### src/rtl/dispram_pkg.sv
package dispram_pkg;

    typedef enum logic [2:0] {
        OP_NONE,
        OP_PAGE,
        OP_COL_HI,
        OP_COL_LO,
        OP_RMW_ON,
        OP_RMW_OFF
    } cmd_op_e;

    typedef enum logic [1:0] {
        ACC_CMD,
        ACC_STAT,
        ACC_DWR,
        ACC_DRD
    } acc_kind_e;

    localparam logic [7:0] BYTE_RMW_ON  = 8'hE0;
    localparam logic [7:0] BYTE_RMW_OFF = 8'hEE;

    function automatic cmd_op_e decode_cmd(input logic [7:0] b);
        cmd_op_e op;
        if (b == BYTE_RMW_ON)            op = OP_RMW_ON;
        else if (b == BYTE_RMW_OFF)      op = OP_RMW_OFF;
        else if (b[7:4] == 4'b1011)      op = OP_PAGE;
        else if (b[7:3] == 5'b00010)     op = OP_COL_HI;
        else if (b[7:4] == 4'b0000)      op = OP_COL_LO;
        else                             op = OP_NONE;
        return op;
    endfunction

    function automatic acc_kind_e classify(input logic sel_data, input logic is_read);
        acc_kind_e k;
        case ({sel_data, is_read})
            2'b00:   k = ACC_CMD;
            2'b01:   k = ACC_STAT;
            2'b10:   k = ACC_DWR;
            default: k = ACC_DRD;
        endcase
        return k;
    endfunction

endpackage

### src/rtl/dispram_cmd_dec.sv
module dispram_cmd_dec
    import dispram_pkg::*;
(
    input  logic       stb,
    input  logic       rs,
    input  logic       rd,
    input  logic [7:0] wdata,
    output logic       cmd_stb,
    output logic       stat_stb,
    output logic       dwr_stb,
    output logic       drd_stb,
    output cmd_op_e    op
);
    acc_kind_e kind;

    always_comb begin
        kind     = classify(rs, rd);
        op       = decode_cmd(wdata);
        cmd_stb  = stb && (kind == ACC_CMD);
        stat_stb = stb && (kind == ACC_STAT);
        dwr_stb  = stb && (kind == ACC_DWR);
        drd_stb  = stb && (kind == ACC_DRD);
    end
endmodule

### src/rtl/dispram_addr_ctrl.sv
module dispram_addr_ctrl
    import dispram_pkg::*;
#(
    parameter int COLS  = 128,
    parameter int PAGES = 9,
    localparam int CW   = $clog2(COLS),
    localparam int PW   = $clog2(PAGES),
    localparam int HW   = CW - 4
) (
    input  logic          clk,
    input  logic          rst,
    input  logic          cmd_stb,
    input  cmd_op_e       op,
    input  logic [3:0]    arg,
    input  logic          dwr_stb,
    input  logic          drd_stb,
    output logic [PW-1:0] page,
    output logic [CW-1:0] col,
    output logic          rmw
);
    logic [CW-1:0] save_col;
    logic [CW-1:0] next_col;
    logic          advance;

    always_comb begin
        next_col = (col == CW'(COLS - 1)) ? '0 : col + 1'b1;
        advance  = dwr_stb || (drd_stb && !rmw);
    end

    always_ff @(posedge clk) begin
        if (rst) begin
            page     <= '0;
            col      <= '0;
            save_col <= '0;
            rmw      <= 1'b0;
        end else if (cmd_stb) begin
            case (op)
                OP_PAGE:    if (int'(arg) < PAGES) page <= arg[PW-1:0];
                OP_COL_HI:  if (!rmw) col[CW-1:4] <= arg[HW-1:0];
                OP_COL_LO:  if (!rmw) col[3:0] <= arg;
                OP_RMW_ON:  if (!rmw) begin
                                save_col <= col;
                                rmw      <= 1'b1;
                            end
                OP_RMW_OFF: if (rmw) begin
                                col <= save_col;
                                rmw <= 1'b0;
                            end
                default: ;
            endcase
        end else if (advance) begin
            col <= next_col;
        end
    end
endmodule

### src/rtl/dispram_holder.sv
module dispram_holder #(
    parameter int AW = 11
) (
    input  logic          clk,
    input  logic          rst,
    input  logic          dwr_stb,
    input  logic          drd_stb,
    input  logic          stat_stb,
    input  logic [7:0]    wdata,
    input  logic [7:0]    stat_bits,
    input  logic [AW-1:0] cur_addr,
    input  logic [7:0]    ram_rdata,
    output logic [AW-1:0] ram_addr,
    output logic          ram_we,
    output logic          ram_re,
    output logic [7:0]    ram_wdata,
    output logic [7:0]    rdata,
    output logic [7:0]    hold_q
);
    logic          wr_pend;
    logic          rd_pend;
    logic [AW-1:0] wr_addr;

    always_comb begin
        ram_re    = drd_stb;
        ram_we    = wr_pend;
        ram_wdata = hold_q;
        ram_addr  = wr_pend ? wr_addr : cur_addr;
    end

    always_ff @(posedge clk) begin
        if (rst) begin
            wr_pend <= 1'b0;
            rd_pend <= 1'b0;
            wr_addr <= '0;
            hold_q  <= '0;
            rdata   <= '0;
        end else begin
            wr_pend <= dwr_stb;
            rd_pend <= drd_stb;
            if (dwr_stb) begin
                hold_q  <= wdata;
                wr_addr <= cur_addr;
            end else if (rd_pend) begin
                hold_q <= ram_rdata;
            end
            if (drd_stb)       rdata <= hold_q;
            else if (stat_stb) rdata <= stat_bits;
        end
    end
endmodule

### src/rtl/dispram_port.sv
module dispram_port
    import dispram_pkg::*;
#(
    parameter int COLS  = 128,
    parameter int PAGES = 9
) (
    input  logic                                   clk,
    input  logic                                   rst,
    input  logic                                   stb,
    input  logic                                   rs,
    input  logic                                   rd,
    input  logic [7:0]                             wdata,
    input  logic [7:0]                             stat_bits,
    output logic [7:0]                             rdata,
    output logic [$clog2(PAGES)+$clog2(COLS)-1:0]  ram_addr,
    output logic                                   ram_we,
    output logic                                   ram_re,
    output logic [7:0]                             ram_wdata,
    input  logic [7:0]                             ram_rdata
);
    localparam int CW = $clog2(COLS);
    localparam int PW = $clog2(PAGES);
    localparam int AW = PW + CW;

    logic          cmd_stb, stat_stb, dwr_stb, drd_stb;
    cmd_op_e       op;
    logic [PW-1:0] page;
    logic [CW-1:0] col;
    logic          rmw;
    logic [7:0]    hold_q;

    dispram_cmd_dec u_dec (
        .stb      (stb),
        .rs       (rs),
        .rd       (rd),
        .wdata    (wdata),
        .cmd_stb  (cmd_stb),
        .stat_stb (stat_stb),
        .dwr_stb  (dwr_stb),
        .drd_stb  (drd_stb),
        .op       (op)
    );

    dispram_addr_ctrl #(.COLS(COLS), .PAGES(PAGES)) u_addr (
        .clk     (clk),
        .rst     (rst),
        .cmd_stb (cmd_stb),
        .op      (op),
        .arg     (wdata[3:0]),
        .dwr_stb (dwr_stb),
        .drd_stb (drd_stb),
        .page    (page),
        .col     (col),
        .rmw     (rmw)
    );

    dispram_holder #(.AW(AW)) u_hold (
        .clk       (clk),
        .rst       (rst),
        .dwr_stb   (dwr_stb),
        .drd_stb   (drd_stb),
        .stat_stb  (stat_stb),
        .wdata     (wdata),
        .stat_bits (stat_bits),
        .cur_addr  ({page, col}),
        .ram_rdata (ram_rdata),
        .ram_addr  (ram_addr),
        .ram_we    (ram_we),
        .ram_re    (ram_re),
        .ram_wdata (ram_wdata),
        .rdata     (rdata),
        .hold_q    (hold_q)
    );
endmodule

### config.mk
export PLATFORM = sky130hd
export DESIGN_NAME = dispram_port
export DESIGN_NICKNAME = d
export VERILOG_FILES = /design/src/rtl/dispram_pkg.sv /design/src/rtl/dispram_cmd_dec.sv /design/src/rtl/dispram_addr_ctrl.sv /design/src/rtl/dispram_holder.sv /design/src/rtl/dispram_port.sv
export SDC_FILE = /design/constraint.sdc
export NUM_CORES = 1
export LEC_CHECK = 0
export CORE_MARGIN = 1
export CORE_UTILIZATION = 57
export DETAILED_ROUTE_END_ITERATION = 10
export DONT_BUFFER_PORTS = 1
export GPL_ROUTABILITY_DRIVEN = 0
export PLACE_DENSITY = 0.69
export SLEW_MARGIN = 20
export SYNTH_ARGS = -nofsm -noshare
export SYNTH_HDL_FRONTEND = slang
export SYNTH_HIERARCHICAL = 1
export SYNTH_SLANG_ARGS = --single-unit
### constraint.sdc
create_clock -name clk -period 2.8 [get_ports clk]
set_input_delay 0.56 -clock clk [delete_from_list [all_inputs] [get_ports clk]]
set_output_delay 0.56 -clock clk [all_outputs]
set_load 0.005 [all_outputs]
[After elaboration in Yosys (flattened, before gate mapping)]
Cells that the tools add are included.
Storage, ports and cells
  output and inout port bits: 29
  RAM bits: 0
  bits in read-only memories: 0
  register bits: 48
  logic and storage cells: 70
  bits in latches: 0
  input bits: 29
  memories: 0
Cells by class
  div/mod/pow operators: 0
  add/subtract/negate cells: 1
  mux-type cells: 20
  reduce and logical (&&, ||, !) cells: 19
  multiply operators: 0
  order comparisons: 1
  equal/unequal tests: 19
  bitwise gates (word level): 0
  shift operators: 0
Operators by type and width (number)
  $mux W8: 4
  $mux W7: 4
  $eq A8 B8 Y1 const B: 2
  $mux W3: 5
  $mux W11: 1
  $reduce_and A3 Y1: 3
  $pmux W4 S2: 1
  $reduce_bool A2 Y1: 4
  $add A7 B1 Y7 const B: 1
  $eq A7 B7 Y1 const B: 1
  $eq A2 B2 Y1 const B: 3
  $eq A3 B2 Y1 const B: 2
  $eq A3 B3 Y1 const B: 2
  $ne A3 B1 Y1 const B: 2
  $ne A3 B3 Y1 const B: 2
  $pmux W2 S3: 1
  $pmux W3 S2: 1
  $eq A5 B2 Y1 const B: 1
  $logic_and A1 B1 Y1: 5
  $eq A2 B1 Y1 const B: 2
  $eq A4 B4 Y1 const B: 1
  $logic_not A2 Y1: 2
  $logic_not A4 Y1: 1
  $lt A4 B4 Y1 const B: 1
  7 further kinds: 8

[Longest topological paths before layout]
Gate-level depths: netlist (run 1).
  word-level depth: 9
  mapped depth: 8
  mapped depth without buffers: 7

[Modules after synthesis]
The synthesis (run 1) kept the hierarchy.
Modules (own cells, without submodules)
  dispram_holder: cells an instance 131, instances 1, seq. area each 580.6 µm², area each 1375.1 µm²
  dispram_addr_ctrl: cells an instance 143, instances 1, seq. area each 380.4 µm², area each 1139.8 µm²
  dispram_cmd_dec: cells an instance 15, instances 1, seq. area each 0.0 µm², area each 90.1 µm²

[Least setup slack after synthesis (run 1)]
OpenSTA, ideal clock, no wires.
  path type: input -> register
  start: input wdata[4]
  end: register u_addr.col[5]
  library setup time: 73 ps
  data arrival time: 2421 ps
  buffers on the path: 0
  slack: 306 ps
  stages: 5
  path through: a2111oi_0 -> or3b_1 -> o211a_1 -> or3_4 -> o211ai_2
On the way
  word-level cells in the longest chain between the ends: 9
  elaborated cells between the ends (all ways): 17
  those cells by class: 8 x eq/ne; 7 x mux; 2 x reduce/logical
RTL lines
  start, declared: RTL line dispram_port.sv:12  | input logic [7:0] wdata,
  $logic_not A4 Y1: RTL line dispram_pkg.sv:28  | else if (b[7:4] == 4'b0000) op = OP_COL_LO;
  $mux W2: RTL line dispram_pkg.sv:28
  $mux W3: RTL line dispram_pkg.sv:27  | else if (b[7:3] == 5'b00010) op = OP_COL_HI;
  $mux W3: RTL line dispram_pkg.sv:26  | else if (b[7:4] == 4'b1011) op = OP_PAGE;
  $mux W3: RTL line dispram_pkg.sv:25  | else if (b == BYTE_RMW_OFF) op = OP_RMW_OFF;
  $mux W3 (*): RTL line dispram_pkg.sv:24  | if (b == BYTE_RMW_ON) op = OP_RMW_ON;
  $eq A3 B2 Y1 or $eq A3 B3 Y1 (tied branches): RTL line dispram_addr_ctrl.sv:37  | case (op)
  $ne A3 B3 Y1 (no source line) (tied with other cells)
  $reduce_and A3 Y1 (no source line) or $mux W7 (tied branches)
  end signal, assigned by index: RTL line dispram_addr_ctrl.sv:39  | OP_COL_HI: if (!rmw) col[CW-1:4] <= arg[HW-1:0];
  end signal, assigned: RTL line dispram_addr_ctrl.sv:46  | col <= save_col;
  end signal, assigned: RTL line dispram_addr_ctrl.sv:52  | col <= next_col;
  end, declared: RTL line dispram_addr_ctrl.sv:18  | output logic [CW-1:0] col,
Mark *: on every way between the ends. The rest lies on a longest branch, timed or not.
A chain may end at the register's enable or synchronous reset.

[Final worst setup path (run 1)]
  start: input wdata[4]
  end: register u_addr.col[1]
On the way
  word-level cells in the longest chain between the ends: 9
  elaborated cells between the ends (all ways): 17
  those cells by class: 8 x eq/ne; 7 x mux; 2 x reduce/logical
RTL lines
  $logic_not A4 Y1: RTL line dispram_pkg.sv:28
  $mux W2: RTL line dispram_pkg.sv:28
  $mux W3: RTL line dispram_pkg.sv:27
  $mux W3: RTL line dispram_pkg.sv:26
  $mux W3: RTL line dispram_pkg.sv:25
  $mux W3 (*): RTL line dispram_pkg.sv:24
  named net op[0]: RTL line dispram_port.sv:26  | cmd_op_e op;
  $eq A3 B2 Y1 or $eq A3 B3 Y1 (tied branches): RTL line dispram_addr_ctrl.sv:37
  $ne A3 B3 Y1 (no source line) (tied with other cells)
  $reduce_and A3 Y1 (no source line) or $mux W7 (tied branches)
  end signal, assigned by index: RTL line dispram_addr_ctrl.sv:39
  end signal, assigned: RTL line dispram_addr_ctrl.sv:40  | OP_COL_LO: if (!rmw) col[3:0] <= arg;
  end signal, assigned: RTL line dispram_addr_ctrl.sv:46
The timed path passes the listed nets; every way through them passes the cells marked *.

==> results.cfg, run 1 <==
[synth]
number_of_enable_type_register_cells_in_the_synthesized_netlist = 0
ys.warnings.count = 6
synth_cell_types = 49
asyncSetResetFlopFracSynth_pct = 0
flop_and_latch_count_out_of_synthesis = 48
ys_dominant_reg_cell = sky130_fd_sc_hd__dfxtp_1
synth_area_um2 = 2600
syn-num-nets = 319
ys_seq_area_share_pct = 36.9
post_synth.cell_area_avg_um2 = 9.01
postSynthCellCount = 289

[sta]
slew_headroom_pct = 52.4
timing.final.max_slew_violations = 0
finalSetupTns_ps = 0
hold_violations = 0
layout_worst_path_cycle_share_pct = 74.9
finClkSkew_ps = 7.23
grt_setup_unrepaired = no
min_period_ps = 2100
max_slew.worst_pin.slew_ps = 713
finalSetupViolCount = 0
max_freq_mhz = 477

[route]
routedWlPerCell_um = 16.3
drc = 0
drt_pass1_iterations = 6
vias = 1984
antenna_violating_nets_post_route = 0
first_iter_violations = 101
route.detailed.vias_per_inst = 6.09
totalWireLength_um = 5300

[power_and_ir_drop]
pwr-share-comb_pct = 9.0
ir_worst_vdd_v = 0.000285
total_leakage_power_nw = 0.893
power-per-cell-area_nw_per_um2 = 489
net-switching-power_mw = 0.322
power.share.clock_pct = 33.7
p_seq_share_pct = 57.3
total_power_mw = 1.29
netSwitchingFraction_pct = 25.0
internal-power_mw = 0.968

[critical_path]
cp-end-kind = flip-flop
worst-setup-path-type = in2reg
data_arrival_critical_path_ps = 2280
worst-path-max-fanout = 8
worstPathRequired_ps = 2980
critical_path.startpoint_type = input port

[global_routing]
overflow = 0
grt_antenna_before_repair = 0
grt_first_pass_wirelength_um = 8690
grt_max_degree = 49
groute.usage.overall_pct = 22.5
grt_pass1_vias = 1822

[floorplan]
floorplan.die.height_um = 69.6
fp.dieW_um = 69.6
ios = 58
coreArea_um2 = 4380
num_rows = 24
initial_core_util_pct = 59.4
die_area_um2 = 4840

[final_layout]
most_frequent_standard_cell_in_the_layout_excluding_fill_and_tap_cells = sky130_fd_sc_hd__dfxtp_1
final_cell_mix = 48 x sky130_fd_sc_hd__dfxtp_1, 32 x sky130_fd_sc_hd__mux2i_1, 27 x sky130_fd_sc_hd__nor2_1, 18 x sky130_fd_sc_hd__a211oi_1, 17 x sky130_fd_sc_hd__nor2b_1
fraction_of_layout_instances_using_a_drive_strength_above_1_pct = 12.8
final_util_pct = 60.1
area_delta_synth_final_pct = 1.20
design.final.nets = 303
n_antenna_cell = 0

[cts]
root_buffer = sky130_fd_sc_hd__clkbuf_8
cts.repair.resized = 0
post_cts_hold_buffer_count = 0
cts.sinks = 48
numCtsBuffers = 5
worst_setup_hold_path_clk_slew_ps = 90
cts_max_path_buffers = 2
clock_insertion_delay_worst_skew_ps = 300
cts.htree.levels = 2
cts_tree = done
cts_setup_buffers = 0

[outcome]
status = finished, final reports clean

[flow_run]
maxCapViolations = 0

[placed_design]
place_hpwl_um = 3650
place.port_buffers = 0

[min_path]
hold_path.class = in2reg
-- cell type report --
class	instances	area, um2
multi-input combinational	208	1460
inverter	6	22.5
clock inverter	2	13.8
sequential	48	961
fill	400	1750
timing repair buffer	4	30.0
clock buffer	6	82.6
tap	52	65.1
-- power by group through the flow --
stage / Sequential [mW] / Combinational, mW / Clock, mW
5_1_grt: 0.743 / 0.130 / 0.472
2_1_floorplan: 0.741 / 0.124 / 0
6_report: 0.739 / 0.116 / 0.435
3_3_place_gp: 0.755 / 0.113 / 0
3_5_place_dp: 0.755 / 0.114 / 0
4_1_cts: 0.739 / 0.116 / 0.450
-- synthesized netlist by cell type (2+ instances only) --
master / number / area share (%)
sky130_fd_sc_hd__a211oi_1: 18 / 5.2
sky130_fd_sc_hd__a21oi_1: 14 / 2.7
sky130_fd_sc_hd__a31oi_1: 3 / 0.72
sky130_fd_sc_hd__and2_1: 2 / 0.48
sky130_fd_sc_hd__and3_1: 4 / 0.96
sky130_fd_sc_hd__and3b_1: 2 / 0.67
sky130_fd_sc_hd__buf_2: 6 / 1.2
sky130_fd_sc_hd__buf_4: 11 / 3.2
sky130_fd_sc_hd__buf_6: 2 / 0.86
sky130_fd_sc_hd__clkbuf_1: 7 / 1.0
sky130_fd_sc_hd__dfxtp_1: 48 / 37
sky130_fd_sc_hd__inv_1: 4 / 0.58
sky130_fd_sc_hd__inv_2: 2 / 0.29
sky130_fd_sc_hd__mux2_2: 16 / 6.9
sky130_fd_sc_hd__mux2i_1: 32 / 12
sky130_fd_sc_hd__nand2_1: 15 / 2.2
sky130_fd_sc_hd__nand2b_1: 4 / 0.96
sky130_fd_sc_hd__nand3_1: 7 / 1.3
sky130_fd_sc_hd__nand3b_1: 2 / 0.58
sky130_fd_sc_hd__nand4_1: 3 / 0.72
sky130_fd_sc_hd__nand4bb_1: 2 / 0.86
sky130_fd_sc_hd__nor2_1: 27 / 3.9
sky130_fd_sc_hd__nor2b_1: 17 / 4.1
sky130_fd_sc_hd__nor3_1: 3 / 0.58
sky130_fd_sc_hd__nor3b_1: 3 / 0.86
sky130_fd_sc_hd__o211ai_1: 2 / 0.58
sky130_fd_sc_hd__o21ai_0: 7 / 1.3
sky130_fd_sc_hd__o21ai_1: 2 / 0.38
sky130_fd_sc_hd__o311ai_0: 3 / 1.0
sky130_fd_sc_hd__or3_1: 2 / 0.48
-- metrics by stage --
| stage | hold WS [ps] | std cells | area, um2 | worst slack, ps |
|---|---|---|---|---|
| floorplan | 450 | 289 | 2610 | 306 |
| global placement | 457 | 318 | 2540 | 451 |
| detailed placement | 463 | 318 | 2540 | 420 |
| CTS | 307 | 326 | 2640 | 729 |
| global route | 302 | 326 | 2640 | 534 |
| finish | 316 | 326 | 2640 | 704 |
-- sequential cells by signal (all words and copies together), names as in the netlist --
signal and cells:
u_hold/wr_addr 11, u_hold/hold_q 8, u_hold/rdata 8, u_addr/col 7
u_addr/save_col 7, u_addr/page 4, u_addr/rmw 1, u_hold/ram_we 1
u_hold/rd_pend 1
-- cell families after synthesis --
logic type | share of synthesized area [%]
compound gates | 16.6
fa+ha+maj | 0.480
buf+inv | 7.20
flops | 36.9
mux | 19.2
simple gates | 19.6
-- path summary, 6_finish.rpt --
check,from,to,slack (ps),cells after the start
max,wdata[4],u_addr/col[1],700,7
min,rst,u_hold/hold_q[5],320,1
max reg2reg,u_addr/rmw,u_addr/col[5],930,4
min reg2reg,u_addr/save_col[5],u_addr/save_col[5],470,2
-- worst max-delay path: stages --
cell                       delay (ps)
sky130_fd_sc_hd__nor2_1            90
sky130_fd_sc_hd__nand4_1          140
sky130_fd_sc_hd__o22ai_1          410
sky130_fd_sc_hd__and3b_1          440
sky130_fd_sc_hd__mux2_2           370
sky130_fd_sc_hd__mux2i_1          160
sky130_fd_sc_hd__a211oi_1         100
-- layer usage --
layer | track usage [%] | vias up | wire [um]
met5 | 0 | - | 0
met4 | 6.80 | 0 | 59
met3 | 5.67 | 6 | 353
met2 | 38.6 | 63 | 2600
met1 | 27.6 | 909 | 2290
li1 | - | 1006 | -
Note: power is estimated with default switching activity, not from simulation.
==> inputs of run 2 (changes only) <==
- ABC_AREA: not set -> 1
- clock period: 2.8 -> 2.04 ns (I/O delays scaled with it)
==> results.cfg, run 2 <==
[outcome]
status = finished, violations left
violations_in_the_final_reports = DRC

[synth]
ys_seq_area_share_pct = 35.2
postSynthCellCount = 445
number_of_enable_type_register_cells_in_the_synthesized_netlist = 0
flop_and_latch_count_out_of_synthesis = 48
synth.top_cells.by_count = 116 x sky130_fd_sc_hd__nand2_1, 61 x sky130_fd_sc_hd__inv_1, 56 x sky130_fd_sc_hd__nor2_1, 48 x sky130_fd_sc_hd__dfxtp_1, 42 x sky130_fd_sc_hd__nand3_1
synth_area_um2 = 2730
syn-num-nets = 475
ys.warnings.count = 6
ys_dominant_reg_cell = sky130_fd_sc_hd__dfxtp_1
synth_most_common_cell = sky130_fd_sc_hd__nand2_1
synth_top_cell_by_area = sky130_fd_sc_hd__dfxtp_1
post_synth.cell_area_avg_um2 = 6.14
synth_cell_types = 25
asyncSetResetFlopFracSynth_pct = 0
ys_top_cells_by_area = sky130_fd_sc_hd__dfxtp_1 35%, sky130_fd_sc_hd__nand2_1 16%, sky130_fd_sc_hd__inv_1 8.4%, sky130_fd_sc_hd__nand3_1 7.7%, sky130_fd_sc_hd__nor2_1 7.7%
synth_largest_type_area_fraction_pct = 35.2

[power_and_ir_drop]
total_power_mw = 1.81
total_leakage_power_nw = 1.28
ir_worst_vdd_v = 0.000316
power.share.clock_pct = 29.1
pwr-share-comb_pct = 14.0
power-per-cell-area_nw_per_um2 = 650
internal-power_mw = 1.30
net-switching-power_mw = 0.502
p_seq_share_pct = 57.0
netSwitchingFraction_pct = 27.8

[route]
routed.top_layer = met4
antenna_violating_nets_post_route = 0
first_iter_violations = 141
drc = 7
met3WireLength_um = 392
drt_pass1_iterations = 10
wl_met2_um = 2590
routedWlPerCell_um = 12.4
totalWireLength_um = 6030
wirelength_met1_um = 3000
vias = 2524
route.detailed.vias_per_inst = 5.17

[sta]
finClkSkew_ps = 3.19
max_slew.worst_pin.slew_ps = 645
timing.final.max_slew_violations = 0
grt_setup_unrepaired = no
finalSetupTns_ps = 0
hold_violations = 0
min_period_ps = 1710
slew_headroom_pct = 56.9
max_freq_mhz = 584
finalSetupViolCount = 0
layout_worst_path_cycle_share_pct = 84.0

[placed_design]
numPlacedInstances = 481
dpl_cell_area_um2 = 2700
place_hpwl_um = 4480
place.port_buffers = 0

[floorplan]
coreArea_um2 = 4470
die_area_um2 = 5070
fp.dieW_um = 71.2
initial_core_util_pct = 61.0
num_rows = 24
ios = 58
floorplan.die.height_um = 71.2

[critical_path]
critical_path.startpoint_type = flip-flop
max_stage_delay_cell_worst_path = sky130_fd_sc_hd__dfxtp_1
worstPathRequired_ps = 1630
worst-path-max-fanout = 23
worst-setup-path-type = reg2out
worst-path-buf-inv = 0
max_stage_delay_ps = 740
cp-end-kind = output pin
path_delay_family = flip-flops
data_arrival_critical_path_ps = 1310
path_cells = o21ai_0

[global_routing]
overflow = 0
grt_pass1_vias = 2271
grt_antenna_before_repair = 0
grt_max_degree = 24
grt_first_pass_wirelength_um = 10100
groute.usage.overall_pct = 24.8

[cts]
post_cts_hold_buffer_count = 0
clock_insertion_delay_worst_skew_ps = 290
cts.sinks = 48
root_buffer = sky130_fd_sc_hd__clkbuf_8
numCtsBuffers = 5
worst_setup_hold_path_clk_slew_ps = 80
cts_max_path_buffers = 2
cts_tree = done
cts_setup_buffers = 0
cts.htree.levels = 2
cts.repair.resized = 0

[final_layout]
max_reg_flops = 11
largest_registers = u_hold/wr_addr: 11 flops, u_hold/hold_q: 8 flops, u_hold/rdata: 8 flops
design.final.nets = 466
register_with_the_most_flip_flops = u_hold/wr_addr
n_antenna_cell = 0
area_delta_synth_final_pct = 1.74
final_design_area_no_fill_um2 = 2780
most_frequent_standard_cell_in_the_layout_excluding_fill_and_tap_cells = sky130_fd_sc_hd__nand2_1
final_util_pct = 62.1
stdcell_count = 488
final_cell_mix = 116 x sky130_fd_sc_hd__nand2_1, 61 x sky130_fd_sc_hd__inv_1, 56 x sky130_fd_sc_hd__nor2_1, 48 x sky130_fd_sc_hd__dfxtp_1, 42 x sky130_fd_sc_hd__nand3_1
fraction_of_layout_instances_using_a_drive_strength_above_1_pct = 6.65
fillCellCount = 456

[min_path]
hold_path.class = in2reg

[flow_run]
maxCapViolations = 0
==> run 2: cell types whose count changed after synthesis, moves of 9 or more <==
cell / change
sky130_fd_sc_hd__inv_1: +57
sky130_fd_sc_hd__nand2_1: +101
sky130_fd_sc_hd__a211oi_1: -17
sky130_fd_sc_hd__nor3_1: +9
sky130_fd_sc_hd__o21ai_0: +22
sky130_fd_sc_hd__mux2i_1: -32
sky130_fd_sc_hd__nor2_1: +29
sky130_fd_sc_hd__nand3_1: +35
sky130_fd_sc_hd__o21ai_1: +11
sky130_fd_sc_hd__mux2_2: -16
sky130_fd_sc_hd__nor2b_1: -17
sky130_fd_sc_hd__a21oi_1: +11
==> run 2: worst paths after layout <==
| kind | startpoint | to | slack, ps | cells past startpoint |
|---|---|---|---|---|
| setup / recovery | u_hold/ram_we | ram_addr[10] | 330 | 1 |
| setup reg to reg | u_addr/rmw | u_addr/col[5] | 590 | 5 |
| hold / removal | rst | u_addr/rmw | 170 | 1 |
| hold reg to reg | u_addr/save_col[0] | u_addr/save_col[0] | 450 | 2 |
==> run 2: routing by layer <==
layer	track usage [%]	up-vias
li1	-	1366
met1	35.4	1086
met2	38.2	68
met3	5.06	4
met4	6.67	0
met5	0	-
==> run 2: cells by family (layout without fill, tap and decap cells) <==
group                      Yosys count  after routing  share of synthesized area [%]
AOI/OAI and AO/OA                   69             69                           12.9
adders and majority gates            1              1                          0.458
buffers and inverters               91             82                           15.1
DFF                                 48             48                           35.2
and+or+nand+nor                    236            236                           36.4
==> run 2: final cells by class <==
cell class / count / area [um2] / share of cell area (%)
multi-input combinational: 306 / 1370 / 49.3
inverter: 69 / 262 / 9.41
clock buffer: 6 / 72.6 / 2.61
clock inverter: 1 / 5.00 / 0.180
timing repair buffer: 6 / 45.0 / 1.62
sequential: 48 / 961 / 34.6
tap: 52 / 65.1 / 2.34
==> run 2: power by group through the flow <==
stage | combinational, mW | clock (mW) | sequential [mW]
after detailed placement | 0.249 | 0 | 1.05
after global routing | 0.296 | 0.582 | 1.04
after floorplan | 0.224 | 0 | 1.03
after global placement | 0.247 | 0 | 1.05
final | 0.252 | 0.525 | 1.03
after CTS | 0.251 | 0.547 | 1.03
==> run 2: per-stage QoR <==
step / worst slack, ps / hold slack (ps)
after floorplan: 413 / 423
after detailed placement: 249 / 438
after CTS: 300 / 163
after global routing: 198 / 163
after global placement: 262 / 434
final: 327 / 170
